<file path="src/rtl/mdio_pkg.sv">
`timescale 1ns/1ps
package mdio_pkg;
    localparam int SEL_W      = 3;
    localparam int MIN_HALF   = 20;
    localparam int STEP_HALF  = 4;
    localparam int PHY_LSB    = 8;

    localparam int PRE_BITS   = 32;
    localparam int SOF_BITS   = 2;
    localparam int OP_BITS    = 2;
    localparam int TA_BITS    = 2;

    localparam logic [7:0] OFS_CFG   = 8'h20;
    localparam logic [7:0] OFS_CMD   = 8'h24;
    localparam logic [7:0] OFS_ADDR  = 8'h28;
    localparam logic [7:0] OFS_WDATA = 8'h2C;
    localparam logic [7:0] OFS_STAT  = 8'h30;
    localparam logic [7:0] OFS_IND   = 8'h34;

    typedef enum logic [2:0] {
        ST_IDLE,
        ST_PRE,
        ST_HDR,
        ST_TA,
        ST_DATA
    } seq_state_t;

    function automatic int half_cycles(input int code, input int min_h, input int step_h);
        return min_h + step_h * code;
    endfunction
endpackage

</file>
<file path="src/rtl/mdio_mdc_gen.sv">
`timescale 1ns/1ps
module mdio_mdc_gen
    import mdio_pkg::*;
#(
    parameter int SEL_BITS  = SEL_W,
    parameter int HALF_MIN  = MIN_HALF,
    parameter int HALF_STEP = STEP_HALF
) (
    input  logic                clk,
    input  logic                rst_n,
    input  logic                run,
    input  logic                load,
    input  logic [SEL_BITS-1:0] sel,
    output logic                mdc,
    output logic                rise_stb,
    output logic                bit_end
);
    localparam int CODES    = 1 << SEL_BITS;
    localparam int MAX_HALF = HALF_MIN + HALF_STEP * (CODES - 1);
    localparam int PH_W     = $clog2(2 * MAX_HALF + 1);

    logic [PH_W-1:0] half_tab [CODES];
    logic [PH_W-1:0] half_q;
    logic [PH_W-1:0] ph_q;
    logic [PH_W-1:0] last_ph;
    logic [PH_W-1:0] hi_cnt_q;

    for (genvar g = 0; g < CODES; g++) begin : g_tab
        assign half_tab[g] = PH_W'(half_cycles(g, HALF_MIN, HALF_STEP));
    end

    assign last_ph = (half_q << 1) - 1'b1;

    always_ff @(posedge clk or negedge rst_n) begin
        if (!rst_n) begin
            half_q <= PH_W'(HALF_MIN);
            ph_q   <= '0;
        end else begin
            if (load) half_q <= half_tab[sel];
            if (!run)                ph_q <= '0;
            else if (ph_q == last_ph) ph_q <= '0;
            else                     ph_q <= ph_q + 1'b1;
        end
    end

    assign mdc      = run && (ph_q >= half_q);
    assign rise_stb = run && (ph_q == half_q - 1'b1);
    assign bit_end  = run && (ph_q == last_ph);

    // checker state: length of the current MDC high phase
    always_ff @(posedge clk or negedge rst_n) begin
        if (!rst_n)   hi_cnt_q <= '0;
        else if (mdc) hi_cnt_q <= hi_cnt_q + 1'b1;
        else          hi_cnt_q <= '0;
    end

    // a mid-frame MDC high phase never lasts less than the minimum half period
    assert_mdc_min_half_R8: assert property (@(posedge clk) disable iff (!rst_n)
        ($fell(mdc) && run) |-> (hi_cnt_q >= PH_W'(HALF_MIN)));
endmodule

</file>
<file path="src/rtl/mdio_frame_seq.sv">
`timescale 1ns/1ps
module mdio_frame_seq
    import mdio_pkg::*;
#(
    parameter int ADDR_W = 5,
    parameter int DATA_W = 16
) (
    input  logic              clk,
    input  logic              rst_n,
    input  logic              soft_rst,
    input  logic              start_rd,
    input  logic              start_wr,
    input  logic [ADDR_W-1:0] phy_addr,
    input  logic [ADDR_W-1:0] reg_addr,
    input  logic [DATA_W-1:0] wr_word,
    input  logic              rise_stb,
    input  logic              bit_end,
    input  logic              mdio_i,
    output logic              busy,
    output logic              done,
    output logic              done_rd,
    output logic [DATA_W-1:0] rd_word,
    output logic              mdio_o,
    output logic              mdio_oe
);
    localparam int FRAME_BITS = PRE_BITS + SOF_BITS + OP_BITS + 2 * ADDR_W + TA_BITS + DATA_W;
    localparam int IDX_W      = $clog2(FRAME_BITS);
    localparam int PRE_END    = PRE_BITS - 1;
    localparam int HDR_END    = PRE_BITS + SOF_BITS + OP_BITS + 2 * ADDR_W - 1;
    localparam int TA_END     = HDR_END + TA_BITS;
    localparam int LAST_BIT   = FRAME_BITS - 1;
    localparam int OP_MSB_IDX = PRE_BITS + SOF_BITS;

    seq_state_t              state_q, state_d;
    logic [IDX_W-1:0]        idx_q;
    logic [FRAME_BITS-1:0]   sh_q;
    logic                    is_rd_q;
    logic [DATA_W-1:0]       rd_q;
    logic [FRAME_BITS-1:0]   wr_frame, rd_frame;

    assign wr_frame = {{PRE_BITS{1'b1}}, 2'b01, 2'b01, phy_addr, reg_addr, 2'b10, wr_word};
    assign rd_frame = {{PRE_BITS{1'b1}}, 2'b01, 2'b10, phy_addr, reg_addr, {(TA_BITS + DATA_W){1'b1}}};

    // next state
    always_comb begin
        state_d = state_q;
        unique case (state_q)
            ST_IDLE: if (start_rd || start_wr)                          state_d = ST_PRE;
            ST_PRE:  if (bit_end && idx_q == IDX_W'(PRE_END))           state_d = ST_HDR;
            ST_HDR:  if (bit_end && idx_q == IDX_W'(HDR_END))           state_d = ST_TA;
            ST_TA:   if (bit_end && idx_q == IDX_W'(TA_END))            state_d = ST_DATA;
            ST_DATA: if (bit_end && idx_q == IDX_W'(LAST_BIT))          state_d = ST_IDLE;
            default:                                                    state_d = ST_IDLE;
        endcase
        if (soft_rst) state_d = ST_IDLE;
    end

    // state register
    always_ff @(posedge clk or negedge rst_n) begin
        if (!rst_n) state_q <= ST_IDLE;
        else        state_q <= state_d;
    end

    // frame datapath
    always_ff @(posedge clk or negedge rst_n) begin
        if (!rst_n) begin
            idx_q   <= '0;
            sh_q    <= '1;
            is_rd_q <= 1'b0;
            rd_q    <= '0;
        end else if (soft_rst) begin
            idx_q   <= '0;
        end else if (state_q == ST_IDLE) begin
            if (start_rd || start_wr) begin
                idx_q   <= '0;
                is_rd_q <= start_rd;
                sh_q    <= start_rd ? rd_frame : wr_frame;
            end
        end else begin
            if (rise_stb && state_q == ST_DATA && is_rd_q)
                rd_q <= {rd_q[DATA_W-2:0], mdio_i};
            if (bit_end) begin
                sh_q  <= {sh_q[FRAME_BITS-2:0], 1'b1};
                idx_q <= idx_q + 1'b1;
            end
        end
    end

    // outputs
    always_comb begin
        busy    = (state_q != ST_IDLE);
        mdio_o  = busy ? sh_q[FRAME_BITS-1] : 1'b1;
        done    = (state_q == ST_DATA) && bit_end && (idx_q == IDX_W'(LAST_BIT)) && !soft_rst;
        done_rd = is_rd_q;
        rd_word = rd_q;
        unique case (state_q)
            ST_PRE, ST_HDR: mdio_oe = 1'b1;
            ST_TA, ST_DATA: mdio_oe = !is_rd_q;
            default:        mdio_oe = 1'b0;
        endcase
    end

    // first opcode bit on the wire is 1 for reads and 0 for writes
    assert_opcode_bit_R4: assert property (@(posedge clk) disable iff (!rst_n)
        (state_q == ST_HDR && idx_q == IDX_W'(OP_MSB_IDX)) |-> (mdio_o == is_rd_q));
endmodule

</file>
<file path="src/rtl/mdio_reg_bank.sv">
`timescale 1ns/1ps
module mdio_reg_bank
    import mdio_pkg::*;
#(
    parameter int ADDR_W   = 5,
    parameter int DATA_W   = 16,
    parameter int SEL_BITS = SEL_W
) (
    input  logic                clk,
    input  logic                rst_n,
    input  logic                bus_wr,
    input  logic [7:0]          bus_addr,
    input  logic [31:0]         bus_wdata,
    output logic [31:0]         bus_rdata,
    input  logic                busy,
    input  logic                done,
    input  logic                done_rd,
    input  logic [DATA_W-1:0]   rd_word,
    output logic                start_rd,
    output logic                start_wr,
    output logic [ADDR_W-1:0]   phy_addr,
    output logic [ADDR_W-1:0]   reg_addr,
    output logic [DATA_W-1:0]   wr_word,
    output logic [SEL_BITS-1:0] div_sel,
    output logic                soft_rst
);
    localparam int RST_BIT  = 31;
    localparam int BUSY_BIT = 0;
    localparam int INV_BIT  = 2;

    logic                rst_q;
    logic [SEL_BITS-1:0] sel_q;
    logic                cmd_q;
    logic [ADDR_W-1:0]   phy_q, reg_q;
    logic [DATA_W-1:0]   wdata_q;
    logic [DATA_W-1:0]   stat_q;
    logic                inval_q;
    logic                accept;
    logic                wr_cfg, wr_cmd, wr_addr, wr_data;

    assign wr_cfg  = bus_wr && (bus_addr == OFS_CFG);
    assign wr_cmd  = bus_wr && (bus_addr == OFS_CMD);
    assign wr_addr = bus_wr && (bus_addr == OFS_ADDR);
    assign wr_data = bus_wr && (bus_addr == OFS_WDATA);
    assign accept  = !busy && !rst_q;

    assign start_rd = wr_cmd && bus_wdata[0] && accept;
    assign start_wr = wr_data && accept;

    always_ff @(posedge clk or negedge rst_n) begin
        if (!rst_n) begin
            rst_q   <= 1'b0;
            sel_q   <= '0;
            cmd_q   <= 1'b0;
            phy_q   <= '0;
            reg_q   <= '0;
            wdata_q <= '0;
            stat_q  <= '0;
            inval_q <= 1'b0;
        end else begin
            if (wr_cfg) begin
                rst_q <= bus_wdata[RST_BIT];
                sel_q <= bus_wdata[SEL_BITS-1:0];
            end
            if (wr_cmd && !busy)  cmd_q   <= bus_wdata[0];
            if (wr_addr) begin
                phy_q <= bus_wdata[PHY_LSB +: ADDR_W];
                reg_q <= bus_wdata[ADDR_W-1:0];
            end
            if (wr_data && !busy) wdata_q <= bus_wdata[DATA_W-1:0];
            if (start_rd)              inval_q <= 1'b1;
            else if (done && done_rd)  inval_q <= 1'b0;
            if (done && done_rd)       stat_q  <= rd_word;
        end
    end

    assign phy_addr = phy_q;
    assign reg_addr = reg_q;
    assign wr_word  = start_wr ? bus_wdata[DATA_W-1:0] : wdata_q;
    assign div_sel  = sel_q;
    assign soft_rst = rst_q;

    always_comb begin
        bus_rdata = '0;
        unique case (bus_addr)
            OFS_CFG: begin
                bus_rdata[RST_BIT]        = rst_q;
                bus_rdata[SEL_BITS-1:0]   = sel_q;
            end
            OFS_CMD:   bus_rdata[0] = cmd_q;
            OFS_ADDR: begin
                bus_rdata[PHY_LSB +: ADDR_W] = phy_q;
                bus_rdata[ADDR_W-1:0]        = reg_q;
            end
            OFS_WDATA: bus_rdata[DATA_W-1:0] = wdata_q;
            OFS_STAT:  bus_rdata[DATA_W-1:0] = stat_q;
            OFS_IND: begin
                bus_rdata[BUSY_BIT] = busy;
                bus_rdata[INV_BIT]  = inval_q;
            end
            default:   bus_rdata = '0;
        endcase
    end

    // an accepted read start marks the result invalid on the next cycle
    assert_invalid_set_R7: assert property (@(posedge clk) disable iff (!rst_n)
        start_rd |=> inval_q);

    // a data-register write during a frame leaves the stored word alone
    assert_ignore_busy_R9: assert property (@(posedge clk) disable iff (!rst_n)
        (wr_data && busy) |=> $stable(wdata_q));
endmodule

</file>
<file path="src/rtl/mdio_mgmt_ctrl.sv">
`timescale 1ns/1ps
module mdio_mgmt_ctrl
    import mdio_pkg::*;
#(
    parameter int ADDR_W    = 5,
    parameter int DATA_W    = 16,
    parameter int SEL_BITS  = SEL_W,
    parameter int HALF_MIN  = MIN_HALF,
    parameter int HALF_STEP = STEP_HALF
) (
    input  logic        clk,
    input  logic        rst_n,
    input  logic        bus_wr,
    input  logic [7:0]  bus_addr,
    input  logic [31:0] bus_wdata,
    output logic [31:0] bus_rdata,
    output logic        mdc,
    output logic        mdio_o,
    output logic        mdio_oe,
    input  logic        mdio_i
);
    logic                busy, done, done_rd;
    logic [DATA_W-1:0]   rd_word, wr_word;
    logic                start_rd, start_wr, soft_rst;
    logic [ADDR_W-1:0]   phy_addr, reg_addr;
    logic [SEL_BITS-1:0] div_sel;
    logic                rise_stb, bit_end;

    mdio_reg_bank #(.ADDR_W(ADDR_W), .DATA_W(DATA_W), .SEL_BITS(SEL_BITS)) u_regs (
        .clk(clk), .rst_n(rst_n), .bus_wr(bus_wr), .bus_addr(bus_addr),
        .bus_wdata(bus_wdata), .bus_rdata(bus_rdata), .busy(busy), .done(done),
        .done_rd(done_rd), .rd_word(rd_word), .start_rd(start_rd), .start_wr(start_wr),
        .phy_addr(phy_addr), .reg_addr(reg_addr), .wr_word(wr_word),
        .div_sel(div_sel), .soft_rst(soft_rst)
    );

    mdio_mdc_gen #(.SEL_BITS(SEL_BITS), .HALF_MIN(HALF_MIN), .HALF_STEP(HALF_STEP)) u_mdc (
        .clk(clk), .rst_n(rst_n), .run(busy), .load(start_rd || start_wr),
        .sel(div_sel), .mdc(mdc), .rise_stb(rise_stb), .bit_end(bit_end)
    );

    mdio_frame_seq #(.ADDR_W(ADDR_W), .DATA_W(DATA_W)) u_seq (
        .clk(clk), .rst_n(rst_n), .soft_rst(soft_rst), .start_rd(start_rd),
        .start_wr(start_wr), .phy_addr(phy_addr), .reg_addr(reg_addr),
        .wr_word(wr_word), .rise_stb(rise_stb), .bit_end(bit_end), .mdio_i(mdio_i),
        .busy(busy), .done(done), .done_rd(done_rd), .rd_word(rd_word),
        .mdio_o(mdio_o), .mdio_oe(mdio_oe)
    );

    // no clock and no drive on the bus outside a frame
    assert_idle_quiet_R11: assert property (@(posedge clk) disable iff (!rst_n)
        !busy |-> (!mdc && !mdio_oe));

    // soft reset stops the sequencer by the next cycle
    assert_softrst_stop_R10: assert property (@(posedge clk) disable iff (!rst_n)
        soft_rst |=> !busy);

    // busy drops right after the last bit
    assert_done_clears_R6: assert property (@(posedge clk) disable iff (!rst_n)
        done |=> !busy);

    // mid-frame, MDIO changes only as MDC falls
    assert_mdio_on_low_R3: assert property (@(posedge clk) disable iff (!rst_n)
        (busy && $past(busy) && (mdio_o != $past(mdio_o))) |-> (!mdc && $past(mdc)));
endmodule

</file>
<file path="config.mk">
export PLATFORM = sky130hd
export DESIGN_NAME = mdio_mgmt_ctrl
export DESIGN_NICKNAME = d
export VERILOG_FILES = /design/src/rtl/mdio_pkg.sv /design/src/rtl/mdio_mdc_gen.sv /design/src/rtl/mdio_frame_seq.sv /design/src/rtl/mdio_reg_bank.sv /design/src/rtl/mdio_mgmt_ctrl.sv
export SDC_FILE = /design/constraint.sdc
export NUM_CORES = 1
export LEC_CHECK = 0
export BUFFER_PORTS_ARGS = -buffer_cell sky130_fd_sc_hd__clkbuf_2
export CORE_ASPECT_RATIO = 1.1
export CORE_MARGIN = 2
export CORE_UTILIZATION = 50
export CTS_CLUSTER_DIAMETER = 50
export DETAILED_ROUTE_END_ITERATION = 7
export PLACE_DENSITY = 0.75
export RECOVER_POWER = 25
export SLEW_MARGIN = 20
export SYNTH_ARGS = -nofsm -noshare
export SYNTH_HDL_FRONTEND = slang
export SYNTH_SLANG_ARGS = --single-unit
export TNS_END_PERCENT = 10
</file>
<file path="constraint.sdc">
create_clock -name clk -period 3.1 [get_ports clk]
set_input_delay 0.155 -clock clk [delete_from_list [all_inputs] [get_ports clk]]
set_output_delay 0.155 -clock clk [all_outputs]
set_load 0.05 [all_outputs]
</file>
==> impl_results.md <==
- Pleak: between 3 and 4 nW
- Max transition margin: -63.93%
- Fin crit period: around 2.8 ns
- Complex-gate fraction of the synthesized area: 11.90%
- Netlist cell types: 55
- Largest net degree at the start of global routing: 115
- Largest family of logic cells by synthesized area: simple AND/OR/NAND/NOR gates
- Fillcell total: 1178
- First-pass GRT wire length: 25960 µm
- Iteration count of the initial detailed-routing pass: 5
- Final wirelength: 15590 µm
- R2R Path End: u_regs.stat_q[13]
- Fin crit share: 90.80%
- DP HPWL: 10260 µm
- Layout Skew: 0.009899 ns
- Worst reg-to-reg setup slack: 0.29 ns
- Mux contribution to synthesized area: roughly 12%
- Starting Density: 50.95%
- ANT cells: 0
- Post-CTS sizing: 0
- Crit path required time: 3.41 ns
- Fraction of registers with async set/reset: 100.0%
- Layout Nets: 800
- Clk buf depth: 2
- Slowest Stage Delay on Critical Path: ~0.59 ns
- Max VDD drop: 0.0004956 V
- Startpoint types: flip-flop
- EDFF count, synth: 0
- R2r startpoint: u_mdc.half_q[2]
- CTS sink count: 149
- Port Buffers: 48
- Post-Synth XOR/XNOR Area: between 2 and 2.5%
- CTS tree: yes
- Fraction of the mapped netlist area in adder cells: 1.877%
- Synth Area in Simple Gates: 15.31%
- Hold buffer count at CTS: 16
- Io pins: 79
- Status: complete, but fails checks
- Most common cell after layout, fill and taps aside: nand2_1
- GRT overflow: 0
- Layout cell share with drive strength beyond 1: 31.27%
- Initial antenna violation count: 0
- Max_cap viols: 1
- Final setup vio count: 0
- DRT antenna net count: 0
- Final hold violation count: 0
- Max Slew Vio Count: 115
- Die H: between 100 and 150 µm
- Cells after DPL: 902
- Pwr dens: 587.6 mW/mm²
- Critical-path top delay cell: dfstp_2
- Clock Latency Late Sink: around 0.43 ns
- Iteration-0 DRC count of the detailed router: 320
- R2r worst-path depth: 8
- Failing checks: max-capacitance violations, max-slew violations
- Type of the worst setup path: reg2reg
- Yosys warns: 0
- Vias in the first global route: between 5000 and 6000
- Total GRT Usage: 20.87%
- DR WL/cell: between 15 and 20 µm
- Crit path DAT: around 3.1 ns
- Fmax: 0.3553 GHz
- Post-CTS setup buffers: 0
- Synth Flop Type: dfrtp_1
- Worst setup startpoint: u_mdc.half_q[2]
- CP cell instances: inv_1, ha_1, xor3_1, nor3_2, nand3_2, nor4_4, buf_12, mux2_2
- Setup crit end: u_regs.stat_q[13]
- Post-Synthesis Cell Area: 0.007331 mm²
- Clock Tree Root: clkbuf_16
- Hold Crit Depth: 2
- DRC: 0
- CP Capture Type: flip-flop
- Fin Setup TNS: 0 ns
- Worst-Margin Slew: 2.459 ns
- Area growth, synth to finish: 15.50%
- # H-tree levels: 4
- Chip width: roughly 120 µm
- Sequential-to-total area share from yosys stat: slightly above 50%
- Number of synthesized register bits: 149
- Vias per cell: 5.717
- Mapped Cells: 692
- CP max FO: 17
- Hold crit path type: in2reg
- Syn_area_per_cell: between 10 and 15 µm²
- Placeable Area: 0.01439 mm²
- Row count: 46
- Post-Layout Cell Count: 950
- Routability cong.: 0.8256
- RSZ-0062 raised after global routing: no
- Vias post-DR: about 5400
- Most frequent cells in the layout: 86 x nand2_1, 83 x dfrtp_1, 66 x dfstp_2, 63 x mux2_2, 53 x o21ai_0
- Die area: 0.01565 mm²
- Reg clk slew, reported paths: ~0.07 ns
- Num CTS Buffers: 17
[metal layers]
metal	wire length, µm	track usage (%)
met2	8186	36.54
met3	608	4.427
met5	0	0
met4	204	8.235
met1	6587	25.45
[cell usage after synthesis (3+ instances only)]
cell	number	share of area, %
a211oi_1	18	1.8
a21oi_1	10	0.68
a222oi_1	7	0.96
a22o_1	8	0.96
a31oi_1	4	0.34
and3_1	21	1.8
buf_2	5	0.34
buf_4	16	1.6
clkbuf_1	38	1.9
dfrtp_1	83	28
dfstp_2	66	24
ha_1	11	1.9
inv_1	19	0.97
mux2_2	63	9.7
mux2i_1	14	1.9
nand2_1	86	4.4
nand3_1	37	2.5
nand3b_1	5	0.51
nand4_1	5	0.43
nor2_1	33	1.7
nor3_1	12	0.82
nor4_1	3	0.26
o21ai_0	53	3.6
o31ai_1	17	1.7
or3_1	5	0.43
xnor2_1	9	1.1
xor2_1	7	0.84
[power breakdown]
| part | total [mW] | leakage [nW] | switching (mW) | internal [mW] |
|---|---|---|---|---|
| combinational | 0.812 | 1.72 | 0.516 | 0.295 |
| clock | 1.97 | 0.269 | 0.853 | 1.12 |
| sequential | 2.19 | 1.81 | 0.134 | 2.06 |
| total | 4.98 | 3.80 | 1.50 | 3.47 |
[worst min path at each step]
stage	to	startpoint	slack [ns]
after floorplan	u_mdc.half_q[3]	rst_n	-0.14
after global placement	u_seq.idx_q[5]	rst_n	0.36
after global routing	u_regs.reg_addr[1]	bus_wdata[1]	0.02
final	u_regs.wdata_q[2]	bus_wdata[2]	0.02
after detailed placement	u_seq.idx_q[4]	rst_n	0.37
after CTS	u_regs.wdata_q[2]	bus_wdata[2]	0.004
[sequential cells by signal (all words and copies together) (netlist names)]
name	flops
u_regs.wdata_q	16
u_seq.state_q	3
u_regs.soft_rst	1
u_regs.phy_addr	5
u_regs.cmd_q	1
u_seq.sh_q	64
u_regs.stat_q	16
u_regs.inval_q	1
u_regs.div_sel	3
u_seq.idx_q	6
u_regs.reg_addr	5
u_seq.done_rd	1
u_mdc.ph_q	7
u_seq.rd_word	16
u_mdc.half_q	4
[layout make-up]
| cell class | instances | area, µm² | area share (%) |
|---|---|---|---|
| sequential | 149 | 3811 | 45.01 |
| multi-input combinational | 478 | 3231 | 38.16 |
| timing repair buffer | 80 | 545.5 | 6.443 |
| clock buffer | 17 | 425.4 | 5.024 |
| tap | 192 | 240.2 | 2.837 |
| clock inverter | 15 | 142.6 | 1.685 |
| inverter | 19 | 71.32 | 0.8423 |
[logic make-up after synthesis]
kind of cell / after synthesis
XOR/XNOR: 17
flip-flops: 149
AO/OA/AOI/OAI: 131
multiplexers: 77
adder cells (fa/ha/maj): 11
other: 1
AND/OR/NAND/NOR: 227
buffers and inverters: 79
[per-stage QoR]
step,util [%],power [mW],worst slack (ns),hold WS [ns],area [µm²]
detailed placement,53.83,3.014,0.3047,0.3652,7745
CTS,58.89,5.009,0.2799,0.004318,8473
floorplan,-,2.781,0.2673,-0.1406,7383
global placement,53.83,2.981,0.4000,0.3569,7745
global route,58.84,5.179,0.08428,0.01734,8467
finish,58.84,4.975,0.2853,0.01904,8467
[critical path, delay by kind of cell (launching register included)]
family / cells / cell delay (ns)
muxes: 1 / 0.36
and+or+nand+nor: 3 / 0.77
DFF: 1 / 0.59
buffers and inverters: 2 / 0.26
adders and majority gates: 1 / 0.28
xor gates and xnor gates: 1 / 0.43
No activity file was read; power rests on OpenSTA's default activity.
